$ cat src/rtl/tmb_pkg.sv
package tmb_pkg;
    // Number of transmit slots; the status layout reserves 4 bits per field.
    localparam int MB_COUNT = 3;
    localparam int WORD_W   = 32;
    localparam int LEN_W    = 4;
    localparam int TS_W     = 16;
    localparam int MAX_LEN  = 8;
    localparam int KEY_W    = 31;

    // Word offsets inside an address group
    localparam logic [1:0] OFF_CTRL = 2'd0;
    localparam logic [1:0] OFF_STAT = 2'd1;
    localparam logic [1:0] OFF_ID   = 2'd0;
    localparam logic [1:0] OFF_CTL  = 2'd1;
    localparam logic [1:0] OFF_DLO  = 2'd2;
    localparam logic [1:0] OFF_DHI  = 2'd3;

    // Status word field bases (slot m uses base + m)
    localparam int ST_DONE  = 0;
    localparam int ST_OK    = 4;
    localparam int ST_LOST  = 8;
    localparam int ST_ERR   = 12;
    localparam int ST_CXL   = 16;
    localparam int ST_EMPTY = 20;
    localparam int ST_LOWP  = 24;
    localparam int ST_NEXT  = 28;

    // Control word bits
    localparam int CT_BYREQ   = 0;
    localparam int CT_NORETRY = 1;

    // Priority key: standard id, extended bits, id type, frame type
    function automatic logic [KEY_W-1:0] prio_key(input logic [WORD_W-1:0] idw);
        return {idw[31:21], idw[20:3], idw[2], idw[1]};
    endfunction
endpackage

$ cat src/rtl/tmb_slot.sv
// One transmit slot: stores identifier, length, timestamp and payload,
// tracks pending state and the per-slot outcome flags.
// Assumes ev_* arrive only while this slot is in flight and at most one
// of them is high per cycle.
module tmb_slot
    import tmb_pkg::*;
(
    input  logic              clk,
    input  logic              rst_n,
    input  logic              wr_id,
    input  logic              wr_ctl,
    input  logic              wr_dlo,
    input  logic              wr_dhi,
    input  logic [WORD_W-1:0] wdata,
    input  logic              clr_done,
    input  logic              cxl_req,
    input  logic              inflight,
    input  logic              ev_done,
    input  logic              ev_lost,
    input  logic              ev_err,
    input  logic              no_retry,
    output logic [WORD_W-1:0] id_q,
    output logic [LEN_W-1:0]  len_q,
    output logic [TS_W-1:0]   ts_q,
    output logic [WORD_W-1:0] dlo_q,
    output logic [WORD_W-1:0] dhi_q,
    output logic              pend,
    output logic              fin,
    output logic              ok,
    output logic              lost,
    output logic              err,
    output logic              cxl_wait,
    output logic              new_req
);
    logic fail_close;

    // A request is taken only by an empty slot
    assign new_req    = wr_id && !pend && wdata[0];
    assign fail_close = (ev_lost || ev_err) && (no_retry || cxl_wait || cxl_req);

    // Content registers: writable only while the slot is empty
    always_ff @(posedge clk) begin
        if (!rst_n) begin
            id_q  <= '0;
            len_q <= '0;
            ts_q  <= '0;
            dlo_q <= '0;
            dhi_q <= '0;
        end else if (!pend) begin
            if (wr_id)  id_q  <= wdata;
            if (wr_ctl) begin
                len_q <= wdata[LEN_W-1:0];
                ts_q  <= wdata[WORD_W-1 -: TS_W];
            end
            if (wr_dlo) dlo_q <= wdata;
            if (wr_dhi) dhi_q <= wdata;
        end
    end

    // State and flags; later statements take precedence
    always_ff @(posedge clk) begin
        if (!rst_n) begin
            pend     <= 1'b0;
            fin      <= 1'b0;
            ok       <= 1'b0;
            lost     <= 1'b0;
            err      <= 1'b0;
            cxl_wait <= 1'b0;
        end else begin
            if (new_req) begin
                pend <= 1'b1;
                ok   <= 1'b0;
                lost <= 1'b0;
                err  <= 1'b0;
            end
            if (clr_done) fin <= 1'b0;
            if (cxl_req && pend && !inflight) begin
                pend <= 1'b0;
                fin  <= 1'b1;
                ok   <= 1'b0;
            end
            if (cxl_req && pend && inflight) cxl_wait <= 1'b1;
            if (ev_lost) lost <= 1'b1;
            if (ev_err)  err  <= 1'b1;
            if (fail_close) begin
                pend     <= 1'b0;
                fin      <= 1'b1;
                ok       <= 1'b0;
                cxl_wait <= 1'b0;
            end
            if (ev_done) begin
                pend     <= 1'b0;
                fin      <= 1'b1;
                ok       <= 1'b1;
                cxl_wait <= 1'b0;
            end
        end
    end


    done_close_chk: assert property (@(posedge clk) disable iff (!rst_n)
        ev_done |=> (fin && ok && !pend));

    cxl_now_chk: assert property (@(posedge clk) disable iff (!rst_n)
        (cxl_req && pend && !inflight) |=> (!pend && fin && !ok));

    cxl_hold_chk: assert property (@(posedge clk) disable iff (!rst_n)
        (cxl_wait && !ev_done && !ev_lost && !ev_err) |=> pend);
endmodule

$ cat src/rtl/tmb_order.sv
// Ordering logic: keeps a request-age matrix and, under the selected rule,
// picks the pending slot to offer next and the one that would go last.
// Assumes at most one new request per cycle.
module tmb_order
    import tmb_pkg::*;
#(
    parameter int N  = MB_COUNT,
    parameter int KW = KEY_W
) (
    input  logic                  clk,
    input  logic                  rst_n,
    input  logic [N-1:0]          pend,
    input  logic [N-1:0]          new_req,
    input  logic [N-1:0][KW-1:0]  keys,
    input  logic                  by_req,
    output logic [N-1:0]          pick_oh,
    output logic                  pick_any,
    output logic [N-1:0]          lowp
);
    logic [N-1:0][N-1:0] older;   // older[i][j]: i requested before j
    logic [N-1:0][N-1:0] beats;   // beats[i][j]: i goes before j
    logic                multi;

    // Age matrix update: a new request becomes the youngest
    always_ff @(posedge clk) begin
        if (!rst_n) begin
            older <= '0;
        end else begin
            for (int i = 0; i < N; i++) begin
                for (int j = 0; j < N; j++) begin
                    if (i == j)          older[i][j] <= 1'b0;
                    else if (new_req[i]) older[i][j] <= 1'b0;
                    else if (new_req[j]) older[i][j] <= 1'b1;
                end
            end
        end
    end

    // Pairwise precedence under the active rule
    always_comb begin
        for (int i = 0; i < N; i++) begin
            for (int j = 0; j < N; j++) begin
                if (by_req) beats[i][j] = older[i][j];
                else        beats[i][j] = (keys[i] < keys[j]) ||
                                          ((keys[i] == keys[j]) && (i < j));
            end
        end
    end

    // Winner and last-in-line selection
    always_comb begin
        multi = ($countones(pend) > 1);
        for (int i = 0; i < N; i++) begin
            pick_oh[i] = pend[i];
            lowp[i]    = pend[i] && multi;
            for (int j = 0; j < N; j++) begin
                if (j != i && pend[j]) begin
                    pick_oh[i] = pick_oh[i] && beats[i][j];
                    lowp[i]    = lowp[i] && beats[j][i];
                end
            end
        end
        pick_any = |pick_oh;
    end


    pick_one_chk: assert property (@(posedge clk) disable iff (!rst_n)
        $onehot0(pick_oh) && ((pend != '0) == pick_any));

    lowp_chk: assert property (@(posedge clk) disable iff (!rst_n)
        $onehot0(lowp) && ((lowp & pick_oh) == '0));
endmodule

$ cat src/rtl/tmb_sched.sv
// Transmit slot scheduler top: register decode and readback, slot
// instances, ordering logic and the frame-engine handshake.
// Assumes the engine raises exactly one outcome per granted attempt;
// if several are high, sent beats lost beats error.
module tmb_sched
    import tmb_pkg::*;
#(
    parameter int N = MB_COUNT
) (
    input  logic                          clk,
    input  logic                          rst_n,
    input  logic                          wr_en,
    input  logic [2+$clog2(N+1)-1:0]      wr_addr,
    input  logic [WORD_W-1:0]             wr_data,
    input  logic [2+$clog2(N+1)-1:0]      rd_addr,
    output logic [WORD_W-1:0]             rd_data,
    output logic                          eng_valid,
    output logic [$clog2(N)-1:0]          eng_mb,
    output logic [WORD_W-1:0]             eng_id,
    output logic [LEN_W-1:0]              eng_len,
    output logic [2*WORD_W-1:0]           eng_data,
    input  logic                          eng_grant,
    input  logic                          eng_done,
    input  logic                          eng_lost,
    input  logic                          eng_err
);
    localparam int MBW    = $clog2(N);
    localparam int GW     = $clog2(N+1);
    localparam int ADDR_W = 2 + GW;
    localparam int PADW   = WORD_W - TS_W - LEN_W;

    logic               by_req_q, no_retry_q, busy_q;
    logic [MBW-1:0]     cur_q, sel;
    logic               grant_now, stat_wr;
    logic [GW-1:0]      wgrp, rgrp;
    logic [1:0]         woff, roff;
    logic [N-1:0]       wr_id_v, wr_ctl_v, wr_dlo_v, wr_dhi_v;
    logic [N-1:0]       clr_done_v, cxl_req_v, inflight_v;
    logic [N-1:0]       ev_done_v, ev_lost_v, ev_err_v;
    logic [N-1:0]       pend_v, fin_v, ok_v, lost_v, err_v, cxl_wait_v, new_req_v;
    logic [N-1:0]       pick_oh, lowp;
    logic               pick_any;
    logic [N-1:0][WORD_W-1:0] id_v, dlo_v, dhi_v;
    logic [N-1:0][LEN_W-1:0]  len_v;
    logic [N-1:0][TS_W-1:0]   ts_v;
    logic [N-1:0][KEY_W-1:0]  keys;
    logic [WORD_W-1:0]  st_word;
    logic [MBW-1:0]     nxt_empty;

    assign wgrp = wr_addr[ADDR_W-1:2];
    assign woff = wr_addr[1:0];
    assign rgrp = rd_addr[ADDR_W-1:2];
    assign roff = rd_addr[1:0];
    assign stat_wr   = wr_en && (wgrp == '0) && (woff == OFF_STAT);
    assign eng_valid = !busy_q && pick_any;
    assign grant_now = eng_valid && eng_grant;

    // Write decode into per-slot strobes, clears and cancels
    always_comb begin
        for (int m = 0; m < N; m++) begin
            wr_id_v[m]    = wr_en && (wgrp == GW'(m+1)) && (woff == OFF_ID);
            wr_ctl_v[m]   = wr_en && (wgrp == GW'(m+1)) && (woff == OFF_CTL);
            wr_dlo_v[m]   = wr_en && (wgrp == GW'(m+1)) && (woff == OFF_DLO);
            wr_dhi_v[m]   = wr_en && (wgrp == GW'(m+1)) && (woff == OFF_DHI);
            clr_done_v[m] = stat_wr && wr_data[ST_DONE+m];
            cxl_req_v[m]  = stat_wr && wr_data[ST_CXL+m];
        end
    end

    // Route engine outcomes to the slot in flight
    always_comb begin
        for (int m = 0; m < N; m++) begin
            ev_done_v[m]  = busy_q && (cur_q == MBW'(m)) && eng_done;
            ev_lost_v[m]  = busy_q && (cur_q == MBW'(m)) && eng_lost && !eng_done;
            ev_err_v[m]   = busy_q && (cur_q == MBW'(m)) && eng_err && !eng_done && !eng_lost;
            inflight_v[m] = (busy_q && (cur_q == MBW'(m))) ||
                            (grant_now && (sel == MBW'(m)));
            keys[m]       = prio_key(id_v[m]);
        end
    end

    // Control word register
    always_ff @(posedge clk) begin
        if (!rst_n) begin
            by_req_q   <= 1'b0;
            no_retry_q <= 1'b0;
        end else if (wr_en && (wgrp == '0) && (woff == OFF_CTRL)) begin
            by_req_q   <= wr_data[CT_BYREQ];
            no_retry_q <= wr_data[CT_NORETRY];
        end
    end

    // Attempt-in-flight tracking
    always_ff @(posedge clk) begin
        if (!rst_n) begin
            busy_q <= 1'b0;
            cur_q  <= '0;
        end else if (grant_now) begin
            busy_q <= 1'b1;
            cur_q  <= sel;
        end else if (busy_q && (eng_done || eng_lost || eng_err)) begin
            busy_q <= 1'b0;
        end
    end

    for (genvar g = 0; g < N; g++) begin : g_slot
        tmb_slot u_slot (
            .clk      (clk),
            .rst_n    (rst_n),
            .wr_id    (wr_id_v[g]),
            .wr_ctl   (wr_ctl_v[g]),
            .wr_dlo   (wr_dlo_v[g]),
            .wr_dhi   (wr_dhi_v[g]),
            .wdata    (wr_data),
            .clr_done (clr_done_v[g]),
            .cxl_req  (cxl_req_v[g]),
            .inflight (inflight_v[g]),
            .ev_done  (ev_done_v[g]),
            .ev_lost  (ev_lost_v[g]),
            .ev_err   (ev_err_v[g]),
            .no_retry (no_retry_q),
            .id_q     (id_v[g]),
            .len_q    (len_v[g]),
            .ts_q     (ts_v[g]),
            .dlo_q    (dlo_v[g]),
            .dhi_q    (dhi_v[g]),
            .pend     (pend_v[g]),
            .fin      (fin_v[g]),
            .ok       (ok_v[g]),
            .lost     (lost_v[g]),
            .err      (err_v[g]),
            .cxl_wait (cxl_wait_v[g]),
            .new_req  (new_req_v[g])
        );
    end

    tmb_order #(.N(N), .KW(KEY_W)) u_order (
        .clk      (clk),
        .rst_n    (rst_n),
        .pend     (pend_v),
        .new_req  (new_req_v),
        .keys     (keys),
        .by_req   (by_req_q),
        .pick_oh  (pick_oh),
        .pick_any (pick_any),
        .lowp     (lowp)
    );

    // Encode winner, find lowest empty slot, build the status word
    always_comb begin
        sel       = '0;
        nxt_empty = '0;
        for (int m = 0; m < N; m++)
            if (pick_oh[m]) sel = MBW'(m);
        for (int m = N-1; m >= 0; m--)
            if (!pend_v[m]) nxt_empty = MBW'(m);
        st_word = '0;
        for (int m = 0; m < N; m++) begin
            st_word[ST_DONE+m]  = fin_v[m];
            st_word[ST_OK+m]    = ok_v[m];
            st_word[ST_LOST+m]  = lost_v[m];
            st_word[ST_ERR+m]   = err_v[m];
            st_word[ST_CXL+m]   = cxl_wait_v[m];
            st_word[ST_EMPTY+m] = !pend_v[m];
            st_word[ST_LOWP+m]  = lowp[m];
        end
        st_word[ST_NEXT +: MBW] = nxt_empty;
    end

    // Engine-facing view of the selected slot
    always_comb begin
        eng_mb   = sel;
        eng_id   = id_v[sel];
        eng_len  = (len_v[sel] > LEN_W'(MAX_LEN)) ? LEN_W'(MAX_LEN) : len_v[sel];
        eng_data = {dhi_v[sel], dlo_v[sel]};
    end

    // Read multiplexer
    always_comb begin
        rd_data = '0;
        if (rgrp == '0) begin
            if (roff == OFF_CTRL)      rd_data = {{(WORD_W-2){1'b0}}, no_retry_q, by_req_q};
            else if (roff == OFF_STAT) rd_data = st_word;
        end
        for (int m = 0; m < N; m++) begin
            if (rgrp == GW'(m+1)) begin
                case (roff)
                    OFF_ID:  rd_data = {id_v[m][WORD_W-1:1], pend_v[m]};
                    OFF_CTL: rd_data = {ts_v[m], {PADW{1'b0}}, len_v[m]};
                    OFF_DLO: rd_data = dlo_v[m];
                    default: rd_data = dhi_v[m];
                endcase
            end
        end
    end


    valid_pend_chk: assert property (@(posedge clk) disable iff (!rst_n)
        eng_valid |-> pend_v[eng_mb]);

    retry_chk: assert property (@(posedge clk) disable iff (!rst_n)
        (busy_q && (eng_lost || eng_err) && !eng_done && !no_retry_q &&
         (cxl_wait_v == '0) && !stat_wr) |=> pend_v[$past(cur_q)]);

    no_retry_chk: assert property (@(posedge clk) disable iff (!rst_n)
        (busy_q && (eng_lost || eng_err) && !eng_done && no_retry_q)
        |=> !pend_v[$past(cur_q)]);
endmodule

$ cat config.mk
export PLATFORM = sky130hd
export DESIGN_NAME = tmb_sched
export DESIGN_NICKNAME = d
export VERILOG_FILES = /design/src/rtl/tmb_pkg.sv /design/src/rtl/tmb_slot.sv /design/src/rtl/tmb_order.sv /design/src/rtl/tmb_sched.sv
export SDC_FILE = /design/constraint.sdc
export NUM_CORES = 1
export LEC_CHECK = 0
export BUFFER_PORTS_ARGS = -buffer_cell sky130_fd_sc_hd__buf_2
export CORE_MARGIN = 2
export CORE_UTILIZATION = 32
export CTS_BUF_LIST = sky130_fd_sc_hd__clkbuf_4 sky130_fd_sc_hd__clkbuf_8 sky130_fd_sc_hd__clkbuf_16
export CTS_CLUSTER_DIAMETER = 80
export DETAILED_ROUTE_END_ITERATION = 10
export GPL_TIMING_DRIVEN = 0
export PLACE_DENSITY = 0.53
export RECOVER_POWER = 100
export SYNTH_ARGS = -nofsm -noshare
export SYNTH_HDL_FRONTEND = slang
export SYNTH_HIERARCHICAL = 1
export SYNTH_SLANG_ARGS = --single-unit
$ cat constraint.sdc
create_clock -name clk -period 9.35 [get_ports clk]
set_clock_uncertainty 0.1 [all_clocks]
set_input_delay 0 -clock clk [delete_from_list [all_inputs] [get_ports clk]]
set_output_delay 0 -clock clk [all_outputs]
set_load 0.02 [all_outputs]
==> results.txt <==
----------------------------------------------------
[Run status]
  Run status ... completed

[Yosys]
  Number of synthesized register bits ... between 300 and 400
  Number of enable flip-flop cells after synthesis ... 0
  Most common flop cell mapped by yosys ... dfxtp_1
  Total nets after synthesis ... 2,823
  Synthesized area ... 0.02190 mm2
  Portion of the post-synthesis area used by sequential elements ... 0.3446
  Warning count from the yosys run ... 6
  Distinct cell type count after synthesis ... 73
  Proportion of synthesized flip-flops having asynchronous set or reset ... 0
  Post-Synthesis Cells ... 2,682
  Mean instance size in the synthesized netlist ... 8.166 um2

[Die]
  Core Rows ... 95
  Number of top-level design ports ... 182
  Die Footprint ... 0.07055 mm2
  Initial standard-cell utilization of the core ... 0.3244
  Placeable core region ... 0.06751 mm2
  Horizontal die dimension ... 265.6 um
  Vertical extent of the die ... about 270 um

[Clock network]
  Source-to-sink clock delay at the later pin of the worst-skew pair ... 0.60 ns
  Number of cells upsized or downsized after cts ... 0
  Clock Tree Buf Depth ... 3
  Cell at the root of the clock tree ... clkbuf_16
  Clock buffer count from CTS ... 45
  TritonCTS clock tree ... done
  Total number of clock tree sinks ... 377
  H-tree depth ... 2
  Post-CTS clock slew at the launch and capture registers of the worst setup and hold paths ... 0.06 ns

[Worst setup path]
  Cell type of the slowest stage on the worst timing path ... clkbuf_1
  Critical setup path kind ... reg -> out
  Flop-to-flop setup slack ... 3.05 ns
  CP max stage delay ... 0.82 ns
  Critical path data required time ... a little over 9 ns
  Critical register-to-register path endpoint ... g_slot[2].u_slot/fin
  CP most frequent cell ... clkbuf_1
  Peak fanout along the critical path ... 10
  Series of cell instances along the critical path ... inv_1, ha_1, a21oi_1, o21ai_1, a221oi_1, a21boi_0, a211oi_1, nand3b_1, and2_0, clkbuf_1, clkbuf_1, clkbuf_1, o21ai_0, clkbuf_1
  Buf+Inv Stages, Crit Path ... 5
  CP startpoint ... g_slot[1].u_slot/id_q[11]
  Top cell family by delay on the critical path ... buffers and inverters
  Worst Path Arrival ... 6.99 ns
  Total stage count of the critical path ... 14
  Reg2Reg Launch Point ... g_slot[1].u_slot/id_q[11]
  Kind of end point of the critical path ... output pin
  Reg2Reg Depth ... 16
  Critical path startpoint category ... flop

[Route]
  Antenna Violating Nets Remaining ... 0
  Final wirelength ... 104,400 um
  Vias per cell ... 5.628
  Average wire per standard cell ... 27.03 um
  DRC violation total after the first TritonRoute iteration ... about 2,500
  Via Count ... 21,740
  1st-pass router iterations ... 8
  Remaining routing DRC violations ... 0

[Power]
  LEAKAGE ... 8.819 nW
  PD cells ... 156.6 mW/mm2
  IR drop worst, VDD ... 0.1167 mV

[STA]
  Setup TNS ... 0 ns
  Final Hold Viols ... 0
  Number of pins exceeding their max-slew limit in the final report ... 0
  Final setup violating endpoints ... 0
  Transition time of the tightest slew-check pin ... 1.207 ns
  Headroom to the max-slew limit ... 0.1950
  Setup repair after global routing missed its margin ... false
  Final worst-path setup slack ... ~2.3 ns
  Peak clock frequency supported by timing ... around 140 MHz
  Post-route fraction of the period consumed by the critical path ... 0.7578
  Post-route minimum period ... 7.086 ns

[Min path]
  Beginning of the worst hold path ... wr_addr[1]
  Cell depth of the worst hold path ... 5
  Worst hold path type ... in -> reg
  End point of the worst hold path ... g_slot[0].u_slot/id_q[0]

[Place]
  GPL Wtd Cong ... 0.9677
  Total cell area at the placement stage ... 0.02390 mm2
  Total instance count after detailed placement ... between 3,000 and 4,000
  # port buffers ... 181
  Worst slack at placement ... 3.584 ns
  Detailed Place HPWL ... 79,880 um

[Final layout]
  Final design instance area without fill ... 0.02563 mm2
  # nets final ... 3,095
  Layout cells sized above 1 ... 0.09538
  Finished Core Util ... 0.3797
  Count of placed standard cells in the final layout, fillers left out ... 3,863
  Synthesis-to-finish area growth ... 17.04%

[GRT]
  Wire length of the first global-routing pass ... 147,100 um
  Maximum number of pins on one net before global-route repair ... 27
  All-Layer GR Usage ... 0.2878
  Number of global-route vias before repair ... 20,620
  Total global routing overflow ... 0
  Initial antenna violation count ... 1

[Run]
  # Max-Cap Violations ... 0

----------------------------------------------------
-- how the worst max path moves through the flow --
stage / to / slack (ns)
3_3_place_gp: eng_data[28] / 3.55
6_report: eng_data[28] / 2.26
4_1_cts: eng_data[28] / 2.92
5_1_grt: eng_data[28] / 2.24
2_1_floorplan: g_slot[1].u_slot/fin / 5.69
3_5_place_dp: eng_data[28] / 3.58
-- worst reg2reg max path: cells and delay by family (launching register included) --
family	cells	cell delay, ns
buf+inv	4	1.31
compound gates	8	2.97
flops	1	0.51
fa+ha+maj	1	0.32
simple gates	3	0.92
-- synth_stat cells, types with 6 or more instances --
cell       number  area, um2
mux2_2          9      101.4
nand4_1        13      81.33
o2bb2ai_1      15      131.4
a22oi_1        12      90.09
nor3_1          7      35.03
o211ai_1       13      97.59
nor2b_1        25      156.4
nand2_1       886       3326
o2111ai_1       8      70.07
dfxtp_1       377       7547
buf_6           6      67.56
a22o_1         13      113.9
nand3_1        15      75.07
mux4_2         51       1149
inv_1          76      285.3
a21boi_1       49      367.9
o21ai_0       118      590.6
and2_1         13      81.33
a211oi_1        7      52.55
a21boi_0      306       2297
nor2_1         47      176.4
buf_2          66      330.3
nand2b_1       26      162.7
clkbuf_1       74      277.8
a31oi_1         7      43.79
ha_1           94       1176
a221oi_1        8      70.07
buf_4          41      307.8
o21ai_1         9      45.04
a21oi_1        47      235.2
nand3b_1        8      60.06
a21o_1          8      60.06
mux2i_1       154       1541
a221o_1         8      80.08
-- final cells by class --
class	instances	area [um2]
fillers	7008	41880
multi-input cells	2040	13060
flip-flops and latches	377	7547
clock buffers	64	1331
repair buffers	225	1190
well taps	873	1092
plain buffers	189	855.8
inverters	76	285.3
clock inverters	17	267.8
diodes	2	5.005
-- kinds of logic (layout without fill, tap and decap cells) --
logic type,count (synthesis),after routing,synth area share
muxes,214,214,0.1275
DFF,377,377,0.3446
buffers and inverters,265,571,0.05827
and+or+nand+nor,1073,1073,0.2028
adders and majority gates,94,94,0.05370
other,0,2,0
AOI/OAI and AO/OA,659,659,0.2132
-- where the power goes --
| group | leakage [nW] | switching [mW] | internal [mW] |
|---|---|---|---|
| registers | 3.04 | 0.0245 | 1.63 |
| clock network | 0.800 | 0.772 | 1.16 |
| logic | 4.98 | 0.295 | 0.135 |
| total | 8.82 | 1.09 | 2.92 |
-- state kept, by name, summed over array words and instances (netlist names) --
name / flops
g_slot.u_slot/err: 3
by_req_q: 1
no_retry_q: 1
u_order/older: 6
g_slot.u_slot/cxl_wait: 3
g_slot.u_slot/ok: 3
g_slot.u_slot/id_q: 96
busy_q: 1
g_slot.u_slot/fin: 3
g_slot.u_slot/pend: 3
g_slot.u_slot/ts_q: 48
g_slot.u_slot/dhi_q: 96
g_slot.u_slot/len_q: 12
g_slot.u_slot/dlo_q: 96
cur_q: 2
g_slot.u_slot/lost: 3
-- what timing repair did --
| item | 4_1_cts | 5_1_grt |
|---|---|---|
| endpoints found under the hold margin | 373 | 0 |
| hold buffers | 44 | 0 |
| buffers inserted | 0 | 0 |
-- cell usage in the layout (no fill, tap or decap), types with 15 or more instances in the layout --
| cell | Yosys | layout |
|---|---|---|
| dfxtp_1 | 377 | 377 |
| nor2b_1 | 25 | 25 |
| inv_1 | 76 | 76 |
| ha_1 | 94 | 94 |
| nand3_1 | 15 | 15 |
| nor2_1 | 47 | 47 |
| o21ai_0 | 118 | 120 |
| mux4_2 | 51 | 51 |
| dlygate4sd3_1 | 0 | 44 |
| a21boi_0 | 306 | 338 |
| clkbuf_1 | 74 | 245 |
| nand2_1 | 886 | 886 |
| a21oi_1 | 47 | 47 |
| nand2b_1 | 26 | 26 |
| o2bb2ai_1 | 15 | 15 |
| a21boi_1 | 49 | 17 |
| buf_2 | 66 | 110 |
| clkbuf_16 | 0 | 45 |
| mux2i_1 | 154 | 154 |
-- layer usage --
metal,vias up,GRT usage,wire (um)
met1,10600,0.3812,43740
li1,9774,-,-
met4,0,0.1174,4628
met5,-,0,0
met2,1129,0.4639,46860
met3,235,0.04934,9211
-- through the flow --
step	power, mW	hold slack, ns
4_1_cts	4.030	0.05675
3_3_place_gp	2.091	0.2383
3_5_place_dp	2.096	0.2577
2_1_floorplan	1.895	0.01779
6_report	4.015	0.1057
5_1_grt	4.108	0.1451
No activity file was read; power rests on OpenSTA's default activity.
